==> src/rtl/pci_parity_pkg.sv <==
package pci_parity_pkg;

   // Per-cycle decision for one parity lane, registered by the phase tracker.
   typedef struct packed {
      logic drive;   // this side presents parity this cycle
      logic check;   // this side receives and compares parity this cycle
   } lane_ctl_t;

   localparam lane_ctl_t LANE_IDLE = '{drive: 1'b0, check: 1'b0};

   // Role encodings of the master flag
   typedef enum logic {
      ROLE_TARGET = 1'b0,
      ROLE_INIT   = 1'b1
   } role_e;

endpackage

==> src/rtl/pci_parity_tracker.sv <==
module pci_parity_tracker
   import pci_parity_pkg::*;
(
   input  logic      clk_i,
   input  logic      rst_ni,
   input  logic      cycle_i,
   input  logic      init_rdy_i,
   input  logic      tgt_rdy_i,
   input  logic      write_i,
   input  logic      master_i,
   output logic      cap_o,
   output lane_ctl_t ctl_o
);

   logic      open_q;
   logic      addr_ph;
   logic      data_done;
   logic      qualify;
   logic      owns_data;
   role_e     role;
   lane_ctl_t ctl_d;

   assign role      = role_e'(master_i);
   assign addr_ph   = cycle_i & ~open_q;
   assign data_done = open_q & init_rdy_i & tgt_rdy_i;
   // The strobe from the side that supplies the data marks valid bus content
   assign qualify   = open_q & (write_i ? init_rdy_i : tgt_rdy_i);
   // Initiator supplies write data, target supplies read data
   assign owns_data = (role == ROLE_INIT) ? write_i : ~write_i;
   assign cap_o     = addr_ph | qualify;

   always_comb begin
      ctl_d = LANE_IDLE;
      if (addr_ph) begin
         ctl_d.drive = (role == ROLE_INIT);
         ctl_d.check = (role == ROLE_TARGET);
      end else if (qualify) begin
         ctl_d.drive = owns_data;
         ctl_d.check = ~owns_data;
      end
   end

   always_ff @(posedge clk_i or negedge rst_ni) begin
      if (!rst_ni) begin
         open_q <= 1'b0;
         ctl_o  <= LANE_IDLE;
      end else begin
         if (addr_ph)
            open_q <= 1'b1;
         else if (data_done && !cycle_i)
            open_q <= 1'b0;
         ctl_o <= ctl_d;
      end
   end

endmodule

==> src/rtl/pci_parity_lane.sv <==
module pci_parity_lane
   import pci_parity_pkg::*;
#(
   parameter int HALF_W = 32
) (
   input  logic                clk_i,
   input  logic                rst_ni,
   input  logic [HALF_W-1:0]   data_i,
   input  logic [HALF_W/8-1:0] ben_i,
   input  logic                en_i,
   input  logic                cap_i,
   input  lane_ctl_t           ctl_i,
   input  logic                rx_i,
   input  logic                err_clr_i,
   output logic                tx_o,
   output logic                oe_o,
   output logic                err_o
);

   localparam int BE_W = HALF_W / 8;

   logic par_q;
   logic err_q;
   logic mismatch;

   // Even parity: the stored bit makes the total count of ones even
   always_ff @(posedge clk_i or negedge rst_ni) begin
      if (!rst_ni)
         par_q <= 1'b0;
      else if (cap_i)
         par_q <= ^{data_i, ben_i[BE_W-1:0]};
   end

   assign mismatch = en_i & ctl_i.check & (rx_i != par_q);

   // Set has priority over clear so an error in the clear cycle survives
   always_ff @(posedge clk_i or negedge rst_ni) begin
      if (!rst_ni)
         err_q <= 1'b0;
      else if (mismatch)
         err_q <= 1'b1;
      else if (err_clr_i)
         err_q <= 1'b0;
   end

   assign tx_o  = par_q;
   assign oe_o  = en_i & ctl_i.drive;
   assign err_o = err_q;

endmodule

==> src/rtl/pci_parity_unit.sv <==
module pci_parity_unit
   import pci_parity_pkg::*;
#(
   parameter int HALF_W     = 32,
   parameter int NUM_HALVES = 2,
   localparam int HALF_BE   = HALF_W / 8,
   localparam int BUS_W     = HALF_W * NUM_HALVES,
   localparam int BEN_W     = HALF_BE * NUM_HALVES
) (
   input  logic             clk_i,
   input  logic             rst_ni,
   input  logic [BUS_W-1:0] bus_data_i,
   input  logic [BEN_W-1:0] cmd_ben_i,
   input  logic             cycle_i,
   input  logic             init_rdy_i,
   input  logic             tgt_rdy_i,
   input  logic             write_i,
   input  logic             master_i,
   input  logic             wide_i,
   input  logic             err_clr_i,
   input  logic             rx_lo_i,
   input  logic             rx_hi_i,
   output logic             parity_lo_o,
   output logic             parity_lo_oe_o,
   output logic             parity_hi_o,
   output logic             parity_hi_oe_o,
   output logic             err_lo_o,
   output logic             err_hi_o
);

   if (NUM_HALVES < 1 || NUM_HALVES > 2) begin : g_bad_halves
      $error("NUM_HALVES must be 1 or 2");
   end
   if (HALF_W < 8 || (HALF_W % 8) != 0) begin : g_bad_width
      $error("HALF_W must be a positive multiple of 8");
   end

   logic                  cap;
   lane_ctl_t             ctl;
   logic [NUM_HALVES-1:0] lane_en;
   logic [NUM_HALVES-1:0] lane_rx;
   logic [NUM_HALVES-1:0] lane_tx;
   logic [NUM_HALVES-1:0] lane_oe;
   logic [NUM_HALVES-1:0] lane_err;

   pci_parity_tracker u_track (
      .clk_i      (clk_i),
      .rst_ni     (rst_ni),
      .cycle_i    (cycle_i),
      .init_rdy_i (init_rdy_i),
      .tgt_rdy_i  (tgt_rdy_i),
      .write_i    (write_i),
      .master_i   (master_i),
      .cap_o      (cap),
      .ctl_o      (ctl)
   );

   for (genvar h = 0; h < NUM_HALVES; h++) begin : g_lane
      if (h == 0) begin : g_low
         assign lane_en[h] = 1'b1;
         assign lane_rx[h] = rx_lo_i;
      end else begin : g_high
         assign lane_en[h] = wide_i;
         assign lane_rx[h] = rx_hi_i;
      end

      pci_parity_lane #(.HALF_W(HALF_W)) u_lane (
         .clk_i     (clk_i),
         .rst_ni    (rst_ni),
         .data_i    (bus_data_i[h*HALF_W +: HALF_W]),
         .ben_i     (cmd_ben_i[h*HALF_BE +: HALF_BE]),
         .en_i      (lane_en[h]),
         .cap_i     (cap),
         .ctl_i     (ctl),
         .rx_i      (lane_rx[h]),
         .err_clr_i (err_clr_i),
         .tx_o      (lane_tx[h]),
         .oe_o      (lane_oe[h]),
         .err_o     (lane_err[h])
      );
   end

   assign parity_lo_o    = lane_tx[0];
   assign parity_lo_oe_o = lane_oe[0];
   assign err_lo_o       = lane_err[0];

   if (NUM_HALVES == 2) begin : g_hi_out
      assign parity_hi_o    = lane_tx[1];
      assign parity_hi_oe_o = lane_oe[1];
      assign err_hi_o       = lane_err[1];
   end else begin : g_hi_none
      assign parity_hi_o    = 1'b0;
      assign parity_hi_oe_o = 1'b0;
      assign err_hi_o       = 1'b0;
   end

endmodule


==> config.mk <==
export PLATFORM = sky130hd
export DESIGN_NAME = pci_parity_unit
export DESIGN_NICKNAME = d
export VERILOG_FILES = /design/src/rtl/pci_parity_pkg.sv /design/src/rtl/pci_parity_tracker.sv /design/src/rtl/pci_parity_lane.sv /design/src/rtl/pci_parity_unit.sv
export SDC_FILE = /design/constraint.sdc
export NUM_CORES = 1
export LEC_CHECK = 0
export BUFFER_PORTS_ARGS = -buffer_cell sky130_fd_sc_hd__buf_2
export CAP_MARGIN = 0
export CORE_MARGIN = 3
export CORE_UTILIZATION = 37
export CTS_CLUSTER_DIAMETER = 120
export DETAILED_ROUTE_END_ITERATION = 6
export MAX_ROUTING_LAYER = met4
export PLACE_DENSITY = 0.76
export SYNTH_ARGS = -nofsm -noshare
export SYNTH_HDL_FRONTEND = slang
export SYNTH_SLANG_ARGS = --single-unit
==> constraint.sdc <==
create_clock -name clk_i -period 1.4 [get_ports clk_i]
set_input_delay 0.07 -clock clk_i [delete_from_list [all_inputs] [get_ports clk_i]]
set_output_delay 0.07 -clock clk_i [all_outputs]
set_load 0.01 [all_outputs]
Word-level counts from Yosys, hierarchy flattened. Index checks and enable logic that the tools add are counted.

Logic and storage cells: 38. Memories kept: 0. Input port bits: 83. Register bits: 7. Bits in read-only memories: 0. Output and inout port bits: 6. Bits in latches: 0. RAM bits: 0.

Eq/ne operators: 2. Reduce and logical (&&, ||, !) cells: 7. Div/mod/pow operators: 0. Shifts and indexed selects: 0. Multiply operators: 0. Bitwise gates (word level): 13. $add $sub $neg: 0. Magnitude comparators: 0. Multiplexer cells: 9.

Operators by type and width (number): $reduce_xor 36->1 (2); $and 1x1->1 (8); $mux 1 (7); $reduce_bool 2->1 (3); $mux 2 (2); $not 1->1 (4); $ne 1x1->1 (2); $logic_and 1x1->1 (1); $logic_not 1->1 (1); $or 1x1->1 (1).

Depth between registers and ports, before layout. Gate-level depths: netlist (run 1).

Word-level depth: 5. Depth in mapped cells: 6. Gate-level depth less buffers: 6.

Hierarchy. From an unflattened synthesis (run 1), not the netlist that was laid out.

Cells, all modules: 100. Area total of the unflattened synthesis: 948.4 µm².

By module, submodules not included: pci_parity_lane (instances 2, seq. area each 50.0 µm², cells an instance 43, area an instance 399.1 µm²); pci_parity_tracker (instances 1, seq. area each 75.1 µm², cells an instance 13, area an instance 146.4 µm²); pci_parity_unit (instances 1, seq. area each 0.0 µm², cells an instance 1, area an instance 3.8 µm²).

Worst setup path after synthesis (run 1). No wires, ideal clock.

Kind: in2reg. Start: input port bus_data_i[22]. End: register g_lane[0].u_lane.par_q. Cell stages on the path: 6. Arrival: 1.301 ns. Setup time: 0.125 ns. Buffers on the path: 0. Slack: -0.026 ns. Required time: 1.275 ns. Cells stage by stage: xor2_1 -> xnor2_1 -> xnor2_1 -> xnor3_1 -> xnor2_1 -> mux2_2.

Longest elaborated chain between the ends: 1.

Ends and longest elaborated chain: start, declared (RTL line pci_parity_unit.sv:12) `input logic [BUS_W-1:0] bus_data_i,`; $reduce_xor 36->1 (RTL line pci_parity_lane.sv:31) `par_q <= ^{data_i, ben_i[BE_W-1:0]};`; end signal, assigned (RTL line pci_parity_lane.sv:31); end, declared (RTL line pci_parity_lane.sv:22) `logic par_q;`.

Every way passes these cells. A chain may end at the register's enable or synchronous reset.

Worst setup path in the final report (run 1).
Start: input port bus_data_i[42]. End: register g_lane[1].u_lane.par_q.

Longest elaborated chain between the ends: 1.

Ends and longest elaborated chain (RTL line): $reduce_xor 36->1 (pci_parity_lane.sv:31); end signal, assigned (pci_parity_lane.sv:31); end, declared (pci_parity_lane.sv:22).

Every way passes these cells.

==> flow_summary.yaml, run 1 <==
grt:
  grt_start_max_net_pins: 8
  antenna_found_initial: 0
  grt_usage_pct: 14.3
  grt_overflow: 0
  grt_pass1_wl_mm: 3.59
  grt_pass1_vias: 922
layout:
  fill_cells: 192
  diodes: 0
  syn_to_final_growth_pct: 57.7
  drive_gt1_share_pct: 52.1
  nets: 278
synth:
  netlist_area_um2: 965
  syn_avg_cell_area_um2: 9.55
  synth_seq_area_share_pct: 18.2
  postSynthCellCount: 101
  synth.distinct_cells: 14
  yosys-top-cells-area: "xnor2_1, dfrtp_1, xor2_1"
  netlist_top_cells_count: "xnor2_1, xor2_1, dfrtp_1"
  syn_nets: 184
  ys_ff_latch: 7
  async_flop_share_pct: 100
  synth-edff-count: 0
  synth_top_area_share_pct: 50.8
  synth_most_common_cell: "xnor2_1"
  yosys_warnings: 0
  synth-main-ff-cell: "dfrtp_1"
  yosysTopAreaCell: "xnor2_1"
drt:
  first_iter_violations: 6
  route.detailed.drc: 0
  vias: 975
  routed_wl_mm: 2.34
  drt_pass1_iterations: 4
  ant_nets: 0
  vias_per_cell: 4.39
  wl_per_cell_um: 10.5
clocking:
  clkSlewWorstSetupHoldPaths_ns: 0.05
  cts_setup_buffers: 0
  clock-root-buffer: "clkbuf_4"
  clk_latency_ns: 0.25
  h-tree-depth: 1
  clock_sinks: 7
  cts_buffers: 3
  cts_tree: "yes"
  clockBufferDepth: 2
floorplanning:
  dieHeight_um: 57.1
  io_pins: 89
  die_x_um: 57.1
  die_area_um2: 3260
  coreArea_um2: 2340
  row_count: 17
  initial_utilization_pct: 41.2
pwr:
  leakagePower_uw: 0.000748
  power_density_nw_per_um2: 943
  ir_worst_vdd_mv: 0.612
critical_path:
  crit_type: "input port to flip-flop"
  cp-start-kind: "input port"
  crit_required_ns: 1.53
  arrival_ns: 1.50
  crit_path_end_kind: "flip-flop"
  crit_fanout: 1
run:
  max-cap-violations: 0
timing:
  slew_headroom_pct: 77.0
  setup_viol: 0
  worst_slack_ns: 0.0299
  finalMaxSlewViolations: 0
  fmax_mhz: 730
  fin_crit_sh_pct: 97.9
  finalHoldViolations: 0
  worst_slew_pin_slew_ns: 0.341
  fin_skew_ns: 0.00465
  setup_tns_ns: 0
  min_period_ns: 1.37
place:
  pre_cts_ws_ns: -0.258
  hpwl_mm: 2.14
  gp_congestion: 0.737
  portBuffers: 88
run_status:
  status: "completed"
min_path:
  holdCritPathClass: "input port to flip-flop"
==> layer usage <==
| metal | GRT usage, % | part of all wire (%) |
|---|---|---|
| met1 | 14.0 | 33 |
| met2 | 26.8 | 57 |
| met3 | 4.30 | 8.4 |
| met4 | 3.97 | 0.98 |
| met5 | - | 0 |
==> cell families after synthesis <==
group,after synthesis,synth area share [%]
xor gates and xnor gates,70,68.0
and+or+nand+nor,11,5.45
AOI/OAI and AO/OA,7,3.89
DFF,7,18.2
muxes,3,3.37
buffers and inverters,3,1.17
==> cells in the final DEF (no fill, tap or decap), types with 2 or more instances in the layout <==
cell and instances:
inv_1 3, xnor2_1 51, xnor3_1 2, mux2_2 2, xnor2_2 7, clkbuf_4 3
buf_2 88, xor2_1 9, nand2b_1 2, nand3_1 3, dfrtp_1 7, nand2_1 5
o21ai_0 6
==> flip-flops by register name (all words and copies together), names as in the netlist <==
name / count
u_track.open_q: 1
u_track.ctl_o: 2
g_lane.u_lane.tx_o: 2
g_lane.u_lane.err_o: 2
==> metrics by stage <==
| stage | power (uW) | cells | utilization [%] | cell area [um^2] | hold slack (ns) |
|---|---|---|---|---|---|
| 2_1_floorplan | 1010 | 101 | - | 980 | -0.226 |
| 3_3_place_gp | 1230 | 217 | 62.2 | 1460 | -0.0946 |
| 3_5_place_dp | 1260 | 217 | 62.2 | 1460 | -0.0909 |
| 4_1_cts | 1450 | 222 | 64.1 | 1500 | 0.0303 |
| 5_1_grt | 1550 | 222 | 65.0 | 1520 | 0.0447 |
| 6_report | 1430 | 222 | 65.0 | 1520 | 0.0390 |
==> report_power, final <==
group          internal (uW)  total [uW]  leakage (uW)  switching (uW)
clock network            108         178     0.0000150            69.3
registers                258         298     0.0000859            39.2
logic                    605         959      0.000647             354
total                    972        1430      0.000748             462
==> critical path, cell delays in order <==
cell and delay (ns):
buf_2 0.10, xor2_1 0.19, xnor2_1 0.17, xnor2_1 0.16
xnor3_1 0.42, xnor2_1 0.13, mux2_2 0.25
==> worst paths after layout <==
| path | start | to | slack (ns) | depth (start not counted) |
|---|---|---|---|---|
| worst max-delay path | bus_data_i[42] | g_lane[1].u_lane.tx_o | 0.03 | 7 |
| worst min-delay path | err_clr_i | g_lane[0].u_lane.err_o | 0.04 | 2 |
| worst max register to register | u_track.open_q | g_lane[1].u_lane.tx_o | 0.14 | 2 |
| worst min register to register | u_track.ctl_o[0] | g_lane[0].u_lane.err_o | 0.52 | 2 |
| max in group asynchronous | rst_ni | u_track.ctl_o[1] | 1.07 | 2 |
| min in group asynchronous | rst_ni | g_lane[1].u_lane.err_o | 0.17 | 2 |
==> area by class of cell <==
| cell class | instances | area, um^2 | share of cell area [%] |
|---|---|---|---|
| Clock buffer | 4 | 26.3 | 1.73 |
| Sequential cell | 7 | 175 | 11.5 |
| Timing Repair Buffer | 89 | 450 | 29.6 |
| Multi-Input combinational cell | 91 | 823 | 54.1 |
| Inverter | 3 | 11.3 | 0.740 |
| Tap cell | 28 | 35.0 | 2.30 |
==> what timing repair did <==
item / 4_1_cts / 5_1_grt
hold endpoints to repair: 7 / 0
gates resized for setup: 1 / 3
hold buffers: 1 / 0
endpoints found under the setup margin: 1 / 2
Power figures use the tool's default switching activity.
==> run 2, diff against run 1 <==
Settings changed: MAX_ROUTING_LAYER met4 to unset, PLACE_DENSITY 0.76 to 0.77, SYNTH_HIERARCHICAL set to 1.
==> run 2 against run 1 <==
Critical path depth unchanged. Clock skew is 0.0038 ns higher. Register-to-register slack gained 0.24 ns. Worst hold slack got worse by 0.014 ns. Wire length down 7.4%. Synthesized cell count decreased by 0.99%. Critical path type unchanged. Largest power group unchanged.
==> flow_summary.yaml, run 2 <==
critical_path:
  crit_type: "input port to flip-flop"
  crit_required_ns: 1.51
  crit_path_end_kind: "flip-flop"
  cp-start-kind: "input port"
  crit_fanout: 1
  reg2reg_from: "u_track/open_q"
  arrival_ns: 1.32
  rrSetupSlack_ns: 0.38
  reg2reg_to: "g_lane[1].u_lane/tx_o"
  r2r.worst_path.cells: 4
place:
  hpwl_mm: 2.06
  dp_cells: 217
  placed_cell_area_um2: 1430
  gp_congestion: 0.729
  portBuffers: 88
drt:
  first_iter_violations: 3
  vias_per_cell: 4.43
  routed_wl_mm: 2.17
  vias: 984
  route.detailed.drc: 0
  ant_nets: 0
  drt_pass1_iterations: 4
  wl_per_cell_um: 9.77
grt:
  grt_start_max_net_pins: 8
  grt_pass1_vias: 1027
  grt_usage_pct: 13.5
  grt_overflow: 0
  antenna_found_initial: 0
  grt_pass1_wl_mm: 3.51
timing:
  setup_tns_ns: 0
  finalHoldViolations: 0
  finalMaxSlewViolations: 0
  fin_crit_sh_pct: 86.4
  setup_viol: 0
  rsz0062_at_grt: "false"
  fmax_mhz: 827
  min_period_ns: 1.21
  fin_skew_ns: 0.00848
clocking:
  clkSlewWorstSetupHoldPaths_ns: 0.05
  clk_latency_ns: 0.25
  clock_sinks: 7
  cts_tree: "yes"
  holdBufCountCts: 1
  h-tree-depth: 1
  clockBufferDepth: 2
  cts-resized-gates: 0
  clock-root-buffer: "clkbuf_4"
  cts_buffers: 3
  cts_setup_buffers: 0
pwr:
  p_comb_share_pct: 65.0
  sw_frac_of_total_pct: 32.9
  p_int_uw: 906
  leakagePower_uw: 0.000702
  clkPwrFrac_pct: 13.3
  ir_worst_vdd_mv: 0.582
  seq_power_share_pct: 21.6
  power_density_nw_per_um2: 922
  switchingPower_uw: 445
floorplanning:
  row_count: 17
  dieHeight_um: 56.6
  io_pins: 89
  die_area_um2: 3210
  coreArea_um2: 2320
  initial_utilization_pct: 40.9
  die_x_um: 56.6
min_path:
  holdCritPathClass: "input port to flip-flop"
  hold_depth: 2
  min_from: "cycle_i"
  holdPathEnd: "u_track/open_q"
synth:
  async_flop_share_pct: 100
  synth-main-ff-cell: "dfrtp_1"
  yosys_warnings: 6
  synth_top_area_share_pct: 55.4
  synth-edff-count: 0
  postSynthCellCount: 100
  yosysTopAreaCell: "xnor2_1"
  syn_avg_cell_area_um2: 9.48
  netlist_top_cells_count: "xnor2_1, xor2_1, dfrtp_1"
  synth.distinct_cells: 17
  ys_ff_latch: 7
  netlist_area_um2: 948
  synth_most_common_cell: "xnor2_1"
  synth_seq_area_share_pct: 18.5
  yosys-top-cells-area: "xnor2_1, dfrtp_1, xor2_1"
layout:
  layout_common_cells: "buf_2, xnor2_1, xor2_1"
  stdcell_count: 222
  diodes: 0
  design_area_um2: 1460
  final_common_cell: "buf_2"
  drive_gt1_share_pct: 47.4
  nets: 278
  syn_to_final_growth_pct: 54.4
run:
  max-cap-violations: 0
run_status:
  status: "completed"
[run 2: worst max-delay path: stages]
cell,delay [ns]
buf_2,0.10
xnor2_1,0.18
xnor2_1,0.16
xnor2_1,0.15
xnor3_1,0.42
xnor2_1,0.16
a21oi_1,0.08
[run 2: metrics by stage]
| stage | power [uW] | hold slack, ns | utilization (%) | setup slack (ns) |
|---|---|---|---|---|
| 6_report | 1350 | 0.0252 | 63.1 | 0.190 |
| 5_1_grt | 1480 | 0.0177 | 63.1 | 0.0883 |
| 4_1_cts | 1380 | 0.0237 | 63.1 | 0.164 |
| 3_5_place_dp | 1190 | -0.0920 | 61.6 | -0.0986 |
| 3_3_place_gp | 1170 | -0.0908 | 61.6 | -0.0869 |
| 2_1_floorplan | 944 | -0.226 | - | 0.132 |
[run 2: area by class of cell]
type | instances | area, um^2
multi-input combinational | 92 | 769
clock buffer | 4 | 26.3
inverter | 2 | 7.51
sequential | 7 | 175
timing repair buffer | 89 | 450
tap | 28 | 35.0
fill | 206 | 855
[run 2: worst max-delay path by stage]
| stage | startpoint | endpoint | slack, ns | depth (start not counted) |
|---|---|---|---|---|
| floorplan | bus_data_i[26] | g_lane[0].u_lane/tx_o | 0.13 | 6 |
| global placement | cmd_ben_i[1] | g_lane[0].u_lane/tx_o | -0.09 | 7 |
| detailed placement | bus_data_i[26] | g_lane[0].u_lane/tx_o | -0.1 | 7 |
| CTS | bus_data_i[60] | g_lane[1].u_lane/tx_o | 0.16 | 7 |
| global route | bus_data_i[54] | g_lane[1].u_lane/tx_o | 0.09 | 7 |
| finish | bus_data_i[60] | g_lane[1].u_lane/tx_o | 0.19 | 7 |
[run 2: metal layers]
layer | track usage [%] | up-vias | routed length, um | share of wire [%]
li1 | - | 499 | - | -
met5 | 0 | - | 0 | 0
met3 | 2.99 | 4 | 262 | 12
met2 | 28.7 | 62 | 1240 | 57
met4 | 5.08 | 0 | 29 | 1.3
met1 | 11.5 | 419 | 635 | 29
[run 2: power by group through the flow]
stage / combinational [uW] / sequential, uW / clock (uW)
final: 878 / 292 / 180
after global routing: 974 / 303 / 201
after CTS: 898 / 295 / 185
after detailed placement: 892 / 297 / 0
after global placement: 877 / 295 / 0
after floorplan: 635 / 308 / 0
[run 2: logic make-up (layout without fill, tap and decap cells)]
kind of cell	Yosys count	after routing	synth area share [%]
compound gates	7	7	4.22
xor+xnor	70	70	67.5
buf+inv	2	95	0.792
flops	7	7	18.5
mux	3	3	3.17
other cells	1	2	0.395
simple gates	10	10	5.41
==> run 3, diff against run 2 <==
Settings changed: BUFFER_PORTS_ARGS -buffer_cell sky130_fd_sc_hd__buf_2 to unset, CORE_UTILIZATION 37 to 50, DONT_BUFFER_PORTS set to 1, PLACE_DENSITY 0.77 to 0.61.
==> run 3 against run 2 <==
Non-clock buffer count fell by 83. Final cell count fell by 39%. Worst hold slack improved by 0.020 ns. Utilization fell by 2.5 points. Clock power barely moved. Sequential power rose by 9.6%. Clock-buffer cell count did not move.
==> flow_summary.yaml, run 3 (synthesized netlist as in run 2, its figures left out) <==
run_status:
  status: "completed"
critical_path:
  arrival_ns: 1.41
  path_cells: "a21o_2 -> dlygate4sd3_1"
  crit_required_ns: 1.53
  cp-start-kind: "flip-flop"
  crit_fanout: 6
  cpLargestDelayFamily: "buffers and inverters"
  crit_buf_inv: 1
  crit_type: "flip-flop to flip-flop"
  critPathMaxStageDelay_ns: 0.54
  crit_slowest_cell: "dlygate4sd3_1"
  crit_path_end_kind: "flip-flop"
grt:
  grt_pass1_wl_mm: 2.57
  grt_usage_pct: 13.0
  antenna_found_initial: 0
  grt_overflow: 0
  grt_start_max_net_pins: 8
  grt_pass1_vias: 671
timing:
  rsz0062_at_grt: "false"
  setup_tns_ns: 0
  fmax_mhz: 781
  fin_skew_ns: 0.00416
  setup_viol: 0
  finalHoldViolations: 0
  min_period_ns: 1.28
  fin_crit_sh_pct: 91.5
  finalMaxSlewViolations: 0
clocking:
  clkSlewWorstSetupHoldPaths_ns: 0.05
  holdBufCountCts: 6
  cts_buffers: 3
  h-tree-depth: 1
  clockBufferDepth: 2
  clock-root-buffer: "clkbuf_4"
  clock_sinks: 7
  cts-resized-gates: 0
  cts_setup_buffers: 0
  cts_tree: "yes"
  clk_latency_ns: 0.24
place:
  portBuffers: 0
  hpwl_mm: 1.57
  dp_cells: 126
  placed_cell_area_um2: 983
  gp_congestion: 0.605
drt:
  vias_per_cell: 5.00
  vias: 680
  route.detailed.drc: 0
  drt_pass1_iterations: 4
  routed_wl_mm: 1.77
  first_iter_violations: 5
  ant_nets: 0
  wl_per_cell_um: 13.0
layout:
  syn_to_final_growth_pct: 12.8
  nets: 195
  fill_cells: 172
  stdcell_count: 136
  drive_gt1_share_pct: 3.60
  layout_common_cells: "xnor2_1, xor2_1, dfrtp_1"
  diodes: 0
  final_common_cell: "xnor2_1"
  design_area_um2: 1070
pwr:
  ir_worst_vdd_mv: 0.497
  p_total_uw: 1200
  leakagePower_uw: 0.000371
  power_density_nw_per_um2: 1120
floorplanning:
  row_count: 15
  io_pins: 89
  die_x_um: 49.6
  initial_utilization_pct: 53.8
  coreArea_um2: 1760
  dieHeight_um: 49.6
  die_area_um2: 2460
run:
  max-cap-violations: 0
min_path:
  holdCritPathClass: "input port to flip-flop"
[run 3: area by class of cell]
class                           count  area [um^2]  area share [%]
Multi-Input combinational cell     92          769            71.9
Timing Repair Buffer                6         60.1            5.61
Tap cell                           25         31.3            2.92
Inverter                            2         7.51           0.702
Clock buffer                        4         26.3            2.46
Sequential cell                     7          175            16.4
[run 3: worst paths after layout]
kind	depth (start not counted)	end	start	slack, ns
max in group asynchronous	1	g_lane[1].u_lane/err_o	rst_ni	1.00
hold / removal	3	g_lane[0].u_lane/err_o	rx_lo_i	0.05
setup / recovery	2	u_track/open_q	u_track/open_q	0.12
setup reg to reg	2	u_track/open_q	u_track/open_q	0.12
min in group asynchronous	1	u_track/ctl_o[1]	rst_ni	0.15
hold reg to reg	2	g_lane[0].u_lane/err_o	u_track/ctl_o[0]	0.51
[run 3: power by group]
part           leakage, uW  internal (uW)  switching, uW
combinational     0.000270            449            251
clock            0.0000150            108           70.4
sequential       0.0000852            253           67.5
[run 3: per-layer routing]
layer	up-vias	GRT usage (%)	wire (um)	share of wire, %
met1	303	10.8	511	29
met2	44	30.0	1090	61
met5	-	0	0	0
met4	0	2.76	0	0
met3	0	1.81	175	9.9
li1	333	-	-	-
[run 3: worst register-to-register path, cell delays in order (launching register included)]
cell and delay (ns):
dfrtp_1 0.42, a21o_2 0.20, dlygate4sd3_1 0.54
[run 3: per-stage QoR]
stage	setup WS (ns)	hold WS, ns	util (%)
after CTS	0.124	0.0320	60.6
after global routing	0.0490	0.0570	60.6
after floorplan	0.132	-0.226	-
final	0.119	0.0453	60.6
after detailed placement	0.0447	-0.225	55.7
after global placement	0.0464	-0.225	55.7
